### src/rtl/bsel_pkg.sv
package bsel_pkg;
  // Strobes from the control to the band datapath
  typedef struct packed {
    logic restart;  // load the first trial code
    logic decide;   // resolve the bit under test with the comparator
    logic commit;   // copy the trial code to the output
  } bselStrobe_t;
endpackage

### src/rtl/bsel_prescale.sv
module bsel_prescale #(
  parameter int SEL_W = 2
) (
  input  logic             clk,
  input  logic             rstN,
  input  logic             clear,
  input  logic             refTick,
  input  logic [SEL_W-1:0] divSel,
  output logic             divTick
);
  localparam int PRE_W = (1 << SEL_W) - 1;

  logic [PRE_W-1:0] preCnt;
  logic [PRE_W-1:0] limit;

  assign limit   = PRE_W'((1 << divSel) - 1);
  assign divTick = refTick && !clear && (preCnt == limit);

  always_ff @(posedge clk or negedge rstN) begin
    if (!rstN)        preCnt <= '0;
    else if (clear)   preCnt <= '0;
    else if (divTick) preCnt <= '0;
    else if (refTick) preCnt <= preCnt + 1'b1;
  end
endmodule

### src/rtl/bsel_ctrl.sv
module bsel_ctrl
  import bsel_pkg::*;
#(
  parameter int STEPS     = 5,
  parameter int BAND_BITS = 3
) (
  input  logic        clk,
  input  logic        rstN,
  input  logic        nWrite,
  input  logic        divTick,
  output logic        busy,
  output bselStrobe_t strobe
);
  localparam int STEP_W = $clog2(STEPS);

  logic [STEP_W-1:0] stepCnt;
  logic              advance;
  logic              lastStep;

  assign advance  = divTick && busy && !nWrite;
  assign lastStep = (stepCnt == STEP_W'(STEPS - 1));

  assign strobe.restart = nWrite;
  assign strobe.decide  = advance && (stepCnt < STEP_W'(BAND_BITS));
  assign strobe.commit  = advance && lastStep;

  always_ff @(posedge clk or negedge rstN) begin
    if (!rstN) begin
      busy    <= 1'b1;
      stepCnt <= '0;
    end else if (nWrite) begin
      busy    <= 1'b1;
      stepCnt <= '0;
    end else if (advance) begin
      if (lastStep) begin
        busy    <= 1'b0;
        stepCnt <= '0;
      end else begin
        stepCnt <= stepCnt + 1'b1;
      end
    end
  end

  AST_RESTART_ARMS: assert property (@(posedge clk) disable iff (!rstN)
    nWrite |=> (busy && stepCnt == '0));
  AST_END_ON_TICK: assert property (@(posedge clk) disable iff (!rstN)
    $fell(busy) |-> $past(divTick));
  AST_IDLE_STAYS: assert property (@(posedge clk) disable iff (!rstN)
    (!busy && !nWrite) |=> !busy);
  AST_STEP_BOUND: assert property (@(posedge clk) disable iff (!rstN)
    stepCnt < STEP_W'(STEPS));
endmodule

### src/rtl/bsel_band_dp.sv
module bsel_band_dp
  import bsel_pkg::*;
#(
  parameter int BAND_BITS  = 3,
  parameter int RESET_BAND = 0
) (
  input  logic                 clk,
  input  logic                 rstN,
  input  bselStrobe_t          strobe,
  input  logic                 cmpUp,
  output logic [BAND_BITS-1:0] bandCode
);
  localparam logic [BAND_BITS-1:0] TOP_BIT = {1'b1, {(BAND_BITS-1){1'b0}}};

  logic [BAND_BITS-1:0] trial;
  logic [BAND_BITS-1:0] probe;  // one-hot bit under test

  always_ff @(posedge clk or negedge rstN) begin
    if (!rstN) begin
      trial    <= TOP_BIT;
      probe    <= TOP_BIT;
      bandCode <= BAND_BITS'(RESET_BAND);
    end else begin
      if (strobe.restart) begin
        trial <= TOP_BIT;
        probe <= TOP_BIT;
      end else if (strobe.decide) begin
        trial <= (trial & ~probe) | (cmpUp ? probe : '0) | (probe >> 1);
        probe <= probe >> 1;
      end
      if (strobe.commit) bandCode <= trial;
    end
  end

  AST_PROBE_ONEHOT: assert property (@(posedge clk) disable iff (!rstN)
    $onehot0(probe));
  AST_CODE_HOLD: assert property (@(posedge clk) disable iff (!rstN)
    !strobe.commit |=> $stable(bandCode));
  AST_RESTART_TRIAL: assert property (@(posedge clk) disable iff (!rstN)
    strobe.restart |=> (trial == TOP_BIT && probe == TOP_BIT));
endmodule

### src/rtl/vco_band_sequencer.sv
module vco_band_sequencer
  import bsel_pkg::*;
#(
  parameter int BAND_BITS  = 3,
  parameter int STEPS      = 5,
  parameter int SEL_W      = 2,
  parameter int RESET_BAND = 0
) (
  input  logic                 clk,
  input  logic                 rstN,
  input  logic                 refTick,
  input  logic [SEL_W-1:0]     divSel,
  input  logic                 nWrite,
  input  logic                 cmpUp,
  output logic                 tuneHold,
  output logic                 busy,
  output logic [BAND_BITS-1:0] bandCode
);
  logic        divTick;
  logic        busyInt;
  bselStrobe_t strobe;

  bsel_prescale #(.SEL_W(SEL_W)) u_pre (
    .clk(clk), .rstN(rstN), .clear(nWrite), .refTick(refTick),
    .divSel(divSel), .divTick(divTick)
  );

  bsel_ctrl #(.STEPS(STEPS), .BAND_BITS(BAND_BITS)) u_ctrl (
    .clk(clk), .rstN(rstN), .nWrite(nWrite), .divTick(divTick),
    .busy(busyInt), .strobe(strobe)
  );

  bsel_band_dp #(.BAND_BITS(BAND_BITS), .RESET_BAND(RESET_BAND)) u_dp (
    .clk(clk), .rstN(rstN), .strobe(strobe), .cmpUp(cmpUp),
    .bandCode(bandCode)
  );

  assign busy     = busyInt;
  assign tuneHold = busyInt;
endmodule

### config.mk
export PLATFORM = sky130hd
export DESIGN_NAME = vco_band_sequencer
export DESIGN_NICKNAME = d
export VERILOG_FILES = /design/src/rtl/bsel_pkg.sv /design/src/rtl/bsel_prescale.sv /design/src/rtl/bsel_ctrl.sv /design/src/rtl/bsel_band_dp.sv /design/src/rtl/vco_band_sequencer.sv
export SDC_FILE = /design/constraint.sdc
export NUM_CORES = 1
export LEC_CHECK = 0
export BUFFER_PORTS_ARGS = -buffer_cell sky130_fd_sc_hd__buf_4
export CORE_MARGIN = 2
export CORE_UTILIZATION = 49
export CTS_CLUSTER_DIAMETER = 60
export DETAILED_ROUTE_END_ITERATION = 8
export PLACE_DENSITY = 0.82
export SLEW_MARGIN = 25
export SYNTH_ARGS = -nofsm -noshare
export SYNTH_HDL_FRONTEND = slang
export SYNTH_SLANG_ARGS = --single-unit
### constraint.sdc
create_clock -name clk -period 1.95 [get_ports clk]
set_clock_uncertainty 0.15 [all_clocks]
set_input_delay 0.39 -clock clk [delete_from_list [all_inputs] [get_ports clk]]
set_output_delay 0.39 -clock clk [all_outputs]
set_load 0.05 [all_outputs]
==> flow_metrics.env, run 1 <==
export IMPL_initial_utilization_pct=51.5
export IMPL_period_needed_ps=1960
export IMPL_synth_cell_types=34
export IMPL_worst_setup_path_type="register to register"
export IMPL_setup_tns_ps=-26.8
export IMPL_grt_usage_pct=22.8
export IMPL_drive_gt1_share_pct=36.9
export IMPL_cp_end_kind="register"
export IMPL_reg2regPathDepth=4
export IMPL_powerDensity_nw_per_um2=597
export IMPL_synth_area_leaders="dfrtp_1 (37%), dfstp_2 (9.0%), ha_1 (4.3%)"
export IMPL_fill_cells=120
export IMPL_drt_pass1_iterations=4
export IMPL_drt_iter0_markers=18
export IMPL_worst_path_max_fanout=4
export IMPL_cts_max_level=1
export IMPL_post_dp_cell_area_sq_um=1080
export IMPL_die_area_sq_um=2150
export IMPL_grt_pass1_wl_um=3450
export IMPL_yosysMostFrequentCell="dfrtp_1"
export IMPL_cap_violations=0
export IMPL_yosysSeqAreaShare_pct=45.9
export IMPL_finalSetupViolCount=4
export IMPL_clock_path_buffers=2
export IMPL_die_width_um=46.4
export IMPL_num_rows=15
export IMPL_numCtsBuffers=3
export IMPL_status="finished, violations left"
export IMPL_yosys_register_bits=16
export IMPL_area_growth_pct=32.6
export IMPL_grt_max_degree=17
export IMPL_via_count=791
export IMPL_coreArea_sq_um=1710
export IMPL_io_pins=12
export IMPL_wl_per_cell_um=15.5
export IMPL_synthFlopType="dfrtp_1"
export IMPL_cts_sinks=16
export IMPL_report_final_hold_viol_count=0
export IMPL_post_route_util_pct=68.3
export IMPL_setup_ws_ps=-9.83
export IMPL_syn_num_nets=95
export IMPL_die_h_um=46.4
export IMPL_cp_arrival_ps=1990
export IMPL_worstReg2RegStart="u_pre.preCnt[1]"
export IMPL_syn_instance_count=85
export IMPL_p_leak_nw=0.527
export IMPL_antenna_found_initial=0
export IMPL_hold_slack_ps=210
export IMPL_post_drt_via_cell_ratio=5.82
export IMPL_final_nets=122
export IMPL_rsz0062_at_grt="yes"
export IMPL_async_flop_share_pct=100
export IMPL_ys_top_cells_by_count="dfrtp_1 (13), a21oi_1 (7), nor2_1 (6)"
export IMPL_start_kind="register"
export IMPL_rrSetupSlack_ps=-10
export IMPL_report_final_slew_viol_count=0
export IMPL_avgSynthCellArea_sq_um=10.3
export IMPL_fmax_ghz=0.510
export IMPL_cts_tree="built"
export IMPL_wl_um=2110
export IMPL_r2r_end="u_dp.bandCode[1]"
export IMPL_overflow=0
export IMPL_hpwlAfterDp_um=1610
export IMPL_numPortBuffers=11
export IMPL_synthesis_yosys_warnings=0
export IMPL_placed_cells=129
export IMPL_synth_edff_count=0
export IMPL_grt_pass1_vias=810
export IMPL_dp_slack_ps=-240
export IMPL_layout_cells_non_filler=136
export IMPL_root_buffer="clkbuf_4"
export IMPL_violations="setup timing"
export IMPL_power_mw=0.696
export IMPL_yosysTopAreaCellShare_pct=37.0
export IMPL_fin_area_sq_um=1170
export IMPL_drc_errors=0
export IMPL_path_clk_slew_ps=100
export IMPL_period_share_pct=101
export IMPL_max_vdd_ir_drop_uv=410
export IMPL_syn_area_sq_um=880
export IMPL_diodes=0
export IMPL_place_gp_congestion=0.831
export IMPL_synth_area_leader_cell="dfrtp_1"
export IMPL_required_ps=1980
export IMPL_min_delay_path_class="primary input to register"
export IMPL_maxSlewHeadroom_pct=78.9
export IMPL_antenna_left=0
export IMPL_timing_critical_path_to="u_dp.bandCode[1]"
export IMPL_worstSetupStartpoint="u_pre.preCnt[1]"
export IMPL_tightest_slew_ps=316
export IMPL_clk_latency_ps=290
-- final cells by class --
| class | instances | area, sq um | share of cell area, % |
|---|---|---|---|
| clock buffers | 4 | 36.3 | 3.11 |
| inverters | 5 | 18.8 | 1.61 |
| multi-input cells | 61 | 485 | 41.6 |
| flip-flops and latches | 16 | 404 | 34.7 |
| well taps | 25 | 31.3 | 2.68 |
| repair buffers | 25 | 190 | 16.3 |
-- sequential cells by signal, indices dropped and copies added (netlist names) --
register        cells
u_ctrl.busy         1
u_ctrl.stepCnt      3
u_dp.bandCode       3
u_dp.probe          3
u_dp.trial          3
u_pre.preCnt        3
-- cell usage in the layout (no fill, tap or decap), drive strengths merged, types with 3 or more instances in the layout --
master,netlist,final
nor3,3,3
o21ai,5,5
buf,2,24
dfrtp,13,13
mux2,3,3
dfstp,3,3
a21oi,7,7
ha,3,3
nand4,3,3
clkbuf,1,4
o21bai,3,3
nor2,6,6
inv,5,5
a31oi,3,3
-- worst min path at each step --
stage | from | end | slack [ps] | depth (start not counted)
3_5_place_dp | rstN | u_pre.preCnt[0] | 110 | 1
5_1_grt | cmpUp | u_dp.trial[2] | 220 | 2
6_report | cmpUp | u_dp.trial[2] | 210 | 2
3_3_place_gp | rstN | u_pre.preCnt[0] | 110 | 1
2_1_floorplan | rstN | u_ctrl.stepCnt[0] | -60 | 0
4_1_cts | cmpUp | u_dp.trial[2] | 210 | 2
-- power breakdown --
part           internal [mW]  switching, mW
clock                  0.114          0.109
combinational         0.0573         0.0599
sequential             0.343         0.0129
total                  0.514          0.182
-- timing repair --
action | in CTS | in global routing
hold buffers | 1 | 0
pin swaps | 0 | 3
gates resized for setup | 2 | 1
setup buffers | 1 | 1
hold endpoints to repair | 13 | 0
setup endpoints to repair | 4 | 4
-- per-layer routing --
metal,GRT usage (%),up-vias,part of all wire (%)
met5,0,-,0
met4,9.71,0,0.90
met3,5.10,4,4.7
met2,41.4,22,52
met1,24.9,391,42
li1,-,374,-
-- worst max-delay path: stages (launching register included) --
cell	delay, ps
dfrtp_1	390
or4b_4	550
o211a_4	180
nor3_4	240
mux2_4	330
-- cell families after synthesis --
logic type | count (synthesis) | share of synthesized area [%]
AO/OA/AOI/OAI | 29 | 22.2
XOR/XNOR | 1 | 0.996
adder cells (fa/ha/maj) | 3 | 4.27
buffers and inverters | 8 | 4.69
flip-flops | 16 | 45.9
multiplexers | 4 | 4.98
AND/OR/NAND/NOR | 24 | 16.9
Power figures use the tool's default switching activity.
==> inputs of run 2 (changes only) <==
--- a/config.mk
+++ b/config.mk
@@ -11,6 +11,8 @@
 export CTS_CLUSTER_DIAMETER = 60
 export DETAILED_ROUTE_END_ITERATION = 8
 export PLACE_DENSITY = 0.82
+export REMOVE_ABC_BUFFERS = 1
+export SKIP_CTS_REPAIR_TIMING = 1
 export SLEW_MARGIN = 25
 export SYNTH_ARGS = -nofsm -noshare
 export SYNTH_HDL_FRONTEND = slang
==> run 2 against run 1 <==
Compared with the run above: die area unchanged; final cell count down 0.74%; via count down 4.0%; critical path depth unchanged; the flow still finishes with violations (setup timing); core utilization down 1.5 points; wire length down 4.4%; largest cell class unchanged; total power down 1.2%; first-iteration DRC count down 56%; design area down 2.3%.
==> flow_metrics.env, run 2 (same netlist as run 1, synthesis figures left out) <==
export IMPL_die_area_sq_um=2150
export IMPL_root_buffer="clkbuf_4"
export IMPL_worst_path_max_fanout=4
export IMPL_place_gp_congestion=0.759
export IMPL_fin_area_sq_um=1140
export IMPL_powerDensity_nw_per_um2=604
export IMPL_hpwlAfterDp_um=1460
export IMPL_area_growth_pct=29.6
export IMPL_top_layer="met4"
export IMPL_report_final_hold_viol_count=0
export IMPL_drc_errors=0
export IMPL_clock_path_buffers=2
export IMPL_critPathMaxStageDelay_ps=530
export IMPL_io_pins=12
export IMPL_min_delay_path_class="primary input to register"
export IMPL_switchingPower_mw=0.175
export IMPL_grt_pass1_vias=752
export IMPL_drive_gt1_share_pct=35.5
export IMPL_cp_arrival_ps=2100
export IMPL_violations="setup timing"
export IMPL_status="finished, violations left"
export IMPL_cts_max_level=1
export IMPL_p_leak_nw=0.519
export IMPL_dr_wl_met2_um=1070
export IMPL_wl_um=2020
export IMPL_finalSetupViolCount=4
export IMPL_rrSetupSlack_ps=-70
export IMPL_max_vdd_ir_drop_uv=480
export IMPL_p_int_mw=0.512
export IMPL_wl_met1_um=842
export IMPL_wl_per_cell_um=15.0
export IMPL_pwr_share_clk_pct=32.2
export IMPL_die_h_um=46.4
export IMPL_post_drt_via_cell_ratio=5.62
export IMPL_coreArea_sq_um=1710
export IMPL_cts_sinks=16
export IMPL_via_count=759
export IMPL_start_kind="register"
export IMPL_path_clk_slew_ps=100
export IMPL_grt_max_degree=17
export IMPL_final_cell_mix="buf_4 (22), dfrtp_1 (13), a21oi_1 (7)"
export IMPL_pwr_share_seq_pct=51.5
export IMPL_antenna_found_initial=0
export IMPL_cap_violations=0
export IMPL_grt_usage_pct=21.2
export IMPL_post_dp_cell_area_sq_um=1070
export IMPL_antenna_left=0
export IMPL_wl_met3_um=94
export IMPL_report_final_slew_viol_count=0
export IMPL_initial_utilization_pct=51.5
export IMPL_drt_pass1_iterations=4
export IMPL_die_width_um=46.4
export IMPL_setup_ws_ps=-67.0
export IMPL_timing_critical_path_to="u_dp.trial[2]"
export IMPL_grt_pass1_wl_um=3170
export IMPL_numCtsBuffers=3
export IMPL_rsz0062_at_grt="yes"
export IMPL_cp_cell_sequence="or4b_4 -> o211a_4 -> o41a_1 -> a311o_1"
export IMPL_cp_end_kind="register"
export IMPL_overflow=0
export IMPL_cts_tree="built"
export IMPL_period_needed_ps=2020
export IMPL_worstSetupStartpoint="u_pre.preCnt[1]"
export IMPL_num_rows=15
export IMPL_p_comb_share_pct=16.3
export IMPL_required_ps=2030
export IMPL_dp_slack_ps=-297
export IMPL_p_sw_share_pct=25.5
export IMPL_cp_slowest_cell="or4b_4"
export IMPL_numPortBuffers=11
export IMPL_worst_setup_path_type="register to register"
export IMPL_final_nets=121
export IMPL_drt_iter0_markers=8
export IMPL_worstReg2RegStart="u_pre.preCnt[1]"
export IMPL_diodes=0
export IMPL_fmax_ghz=0.496
export IMPL_clk_latency_ps=290
export IMPL_post_route_util_pct=66.7
export IMPL_final_common_cell="buf_4"
export IMPL_maxSlewHeadroom_pct=68.3
export IMPL_period_share_pct=103
export IMPL_reg2regPathDepth=4
export IMPL_r2r_end="u_dp.trial[2]"
export IMPL_tightest_slew_ps=475
[run 2: worst min-delay path by stage]
stage	startpoint	end	slack, ps	depth (start not counted)
final	cmpUp	u_dp.trial[2]	220	2
after global routing	cmpUp	u_dp.trial[2]	220	2
after CTS	rstN	u_dp.probe[1]	-210	1
after detailed placement	rstN	u_dp.probe[1]	110	1
after global placement	rstN	u_dp.bandCode[2]	110	1
after floorplan	rstN	u_ctrl.stepCnt[0]	-60	0
[run 2: power by group through the flow]
stage	logic, mW	clock network (mW)	registers (mW)
6_report	0.112	0.221	0.355
5_1_grt	0.123	0.238	0.357
4_1_cts	0.105	0.226	0.354
3_5_place_dp	0.105	0	0.360
3_3_place_gp	0.101	0	0.359
2_1_floorplan	0.0458	0	0.358
[run 2: routing by layer]
metal | GRT usage (%) | vias up
met1 | 25.7 | 363
li1 | - | 372
met2 | 36.9 | 22
met3 | 7.06 | 2
met5 | 0 | -
met4 | 3.43 | 0
[run 2: area by class of cell]
| cell class | count | area [sq um] |
|---|---|---|
| Clock buffer | 4 | 36.3 |
| Multi-Input combinational cell | 61 | 454 |
| Fill cell | 145 | 568 |
| Timing Repair Buffer | 24 | 195 |
| Tap cell | 25 | 31.3 |
| Inverter | 5 | 18.8 |
| Sequential cell | 16 | 404 |
[run 2: worst max-delay path, delay by kind of cell (launching register included)]
kind | cells | cell delay [ps]
and+or+nand+nor | 1 | 530
AOI/OAI and AO/OA | 3 | 890
DFF | 1 | 390
[run 2: per-stage QoR]
stage               cells  hold slack (ps)  setup TNS, ps  power [mW]
detailed placement    130              108          -1550       0.465
global placement      130              107          -1110       0.460
finish                135              218           -193       0.688
global route          135              222           -488       0.718
CTS                   134             -213           -509       0.685
floorplan              82            -55.6          -1030       0.404
==> inputs of run 3 (changes only) <==
--- a/config.mk
+++ b/config.mk
@@ -7,10 +7,10 @@
 export LEC_CHECK = 0
 export BUFFER_PORTS_ARGS = -buffer_cell sky130_fd_sc_hd__buf_4
 export CORE_MARGIN = 2
-export CORE_UTILIZATION = 49
+export CORE_UTILIZATION = 54
 export CTS_CLUSTER_DIAMETER = 60
 export DETAILED_ROUTE_END_ITERATION = 8
-export PLACE_DENSITY = 0.82
+export PLACE_DENSITY = 0.86
 export REMOVE_ABC_BUFFERS = 1
 export SKIP_CTS_REPAIR_TIMING = 1
 export SLEW_MARGIN = 25
==> constraint.sdc (replaced) <==
create_clock -name clk -period 2.3 [get_ports clk]
set_clock_uncertainty 0.15 [all_clocks]
set_input_delay 0.46 -clock clk [delete_from_list [all_inputs] [get_ports clk]]
set_output_delay 0.46 -clock clk [all_outputs]
set_load 0.05 [all_outputs]
==> run 3 against run 2 <==
Compared with the run above: the run now ends clean; worst setup slack gained 230 ps; wire length is 14% lower; core utilization up 0.75 points; sequential power shrank 15%; first-iteration DRC count rose to 2.6 times the previous value; sequential cell count unchanged; largest cell class unchanged; critical endpoint is now u_dp.bandCode[1]; global-route usage is 0.36 points lower; design area is 9.8% lower; register-to-register slack improved by 230 ps; non-clock buffer count is 9 lower.
==> flow_metrics.env, run 3 (same netlist as run 1, synthesis figures left out) <==
export IMPL_initial_utilization_pct=57.7
export IMPL_io_pins=12
export IMPL_critPathMaxStageDelay_ps=540
export IMPL_numPortBuffers=11
export IMPL_antenna_left=0
export IMPL_cts_tree="built"
export IMPL_coreArea_sq_um=1520
export IMPL_path_clk_slew_ps=100
export IMPL_drive_gt1_share_pct=27.7
export IMPL_report_final_slew_viol_count=0
export IMPL_wl_um=1740
export IMPL_cts_max_level=1
export IMPL_numCtsBuffers=3
export IMPL_grt_pass1_vias=675
export IMPL_cts_sinks=16
export IMPL_root_buffer="clkbuf_4"
export IMPL_final_nets=112
export IMPL_worst_path_max_fanout=5
export IMPL_status="finished, final reports clean"
export IMPL_max_vdd_ir_drop_uv=377
export IMPL_fmax_ghz=0.467
export IMPL_die_h_um=44.4
export IMPL_post_route_util_pct=67.5
export IMPL_grt_max_degree=17
export IMPL_post_drt_via_cell_ratio=6.28
export IMPL_num_rows=14
export IMPL_placed_cells=112
export IMPL_multiInputGateArea_sq_um=434
export IMPL_rsz0062_at_grt="no"
export IMPL_via_count=735
export IMPL_cp_cell_sequence="or4b_4 -> o211a_1 -> nor3_2 -> mux2_2"
export IMPL_worst_setup_path_type="register to register"
export IMPL_required_ps=2320
export IMPL_antenna_found_initial=0
export IMPL_fill_cells=129
export IMPL_maxSlewHeadroom_pct=59.6
export IMPL_start_kind="register"
export IMPL_cap_violations=0
export IMPL_area_growth_pct=16.9
export IMPL_diodes=0
export IMPL_period_needed_ps=2140
export IMPL_report_final_hold_viol_count=0
export IMPL_overflow=0
export IMPL_die_area_sq_um=1970
export IMPL_cp_slowest_cell="or4b_4"
export IMPL_grt_usage_pct=20.9
export IMPL_place_gp_congestion=0.801
export IMPL_die_width_um=44.4
export IMPL_tightest_slew_ps=603
export IMPL_hpwlAfterDp_um=1250
export IMPL_grt_pass1_wl_um=3020
export IMPL_drt_iter0_markers=21
export IMPL_final_cell_mix="buf_4 (14), dfrtp_1 (13), a21oi_1 (7)"
export IMPL_drt_pass1_iterations=4
export IMPL_final_seq_area_sq_um=404
export IMPL_p_leak_nw=0.474
export IMPL_layout_cells_non_filler=117
export IMPL_final_common_cell="buf_4"
export IMPL_finalSetupViolCount=0
export IMPL_cp_end_kind="register"
export IMPL_drc_errors=0
export IMPL_clk_latency_ps=290
export IMPL_powerDensity_nw_per_um2=542
export IMPL_cp_arrival_ps=2160
export IMPL_period_share_pct=93.0
export IMPL_rrSetupSlack_ps=160
export IMPL_wl_per_cell_um=14.8
export IMPL_min_delay_path_class="primary input to register"
export IMPL_clock_path_buffers=2
==> run 3: critical path, delay by kind of cell (launching register included) <==
| kind | cells | cell delay (ps) |
|---|---|---|
| simple gates | 2 | 870 |
| flops | 1 | 440 |
| mux | 1 | 380 |
| compound gates | 1 | 200 |
==> run 3: final cells by class <==
class                           count  area share [%]
Tap cell                           16            1.95
Timing Repair Buffer               15            11.2
Sequential cell                    16            39.3
Multi-Input combinational cell     61            42.2
Inverter                            5            1.82
Clock buffer                        4            3.53
==> run 3: path summary, 6_finish.rpt <==
check                                 from                 to  depth (start not counted)
max in group asynchronous             rstN        u_ctrl.busy                          2
setup / recovery           u_pre.preCnt[1]   u_dp.bandCode[1]                          4
min in group asynchronous             rstN  u_ctrl.stepCnt[0]                          2
hold / removal                      nWrite  u_ctrl.stepCnt[1]                          2
setup reg to reg           u_pre.preCnt[1]   u_dp.bandCode[1]                          4
hold reg to reg                u_ctrl.busy        u_ctrl.busy                          2
==> run 3: per-layer routing <==
| metal | vias to the layer above | track usage, % | wire length, um |
|---|---|---|---|
| met5 | - | 0 | 0 |
| met4 | 0 | 7.27 | 12 |
| met3 | 2 | 3.67 | 99 |
| met2 | 28 | 32.6 | 825 |
| met1 | 352 | 29.2 | 798 |
| li1 | 353 | - | - |
==> run 3: stage by stage <==
step	setup WS (ps)	setup TNS (ps)	hold slack [ps]	total power, mW	instance area (sq um)
final	160	0	279	0.558	1030
after global routing	68.4	0	286	0.583	1030
after CTS	157	0	-138	0.562	1020
after detailed placement	-2.67	-2.67	181	0.377	982
after global placement	43.8	0	176	0.374	982
after floorplan	80.7	0	14.4	0.342	857
==> run 3: where the power goes <==
group / switching (mW) / internal, mW / total [mW]
Sequential: 0.0104 / 0.291 / 0.301
Combinational: 0.0400 / 0.0319 / 0.0719
Clock: 0.0882 / 0.0964 / 0.185
Total: 0.139 / 0.419 / 0.558
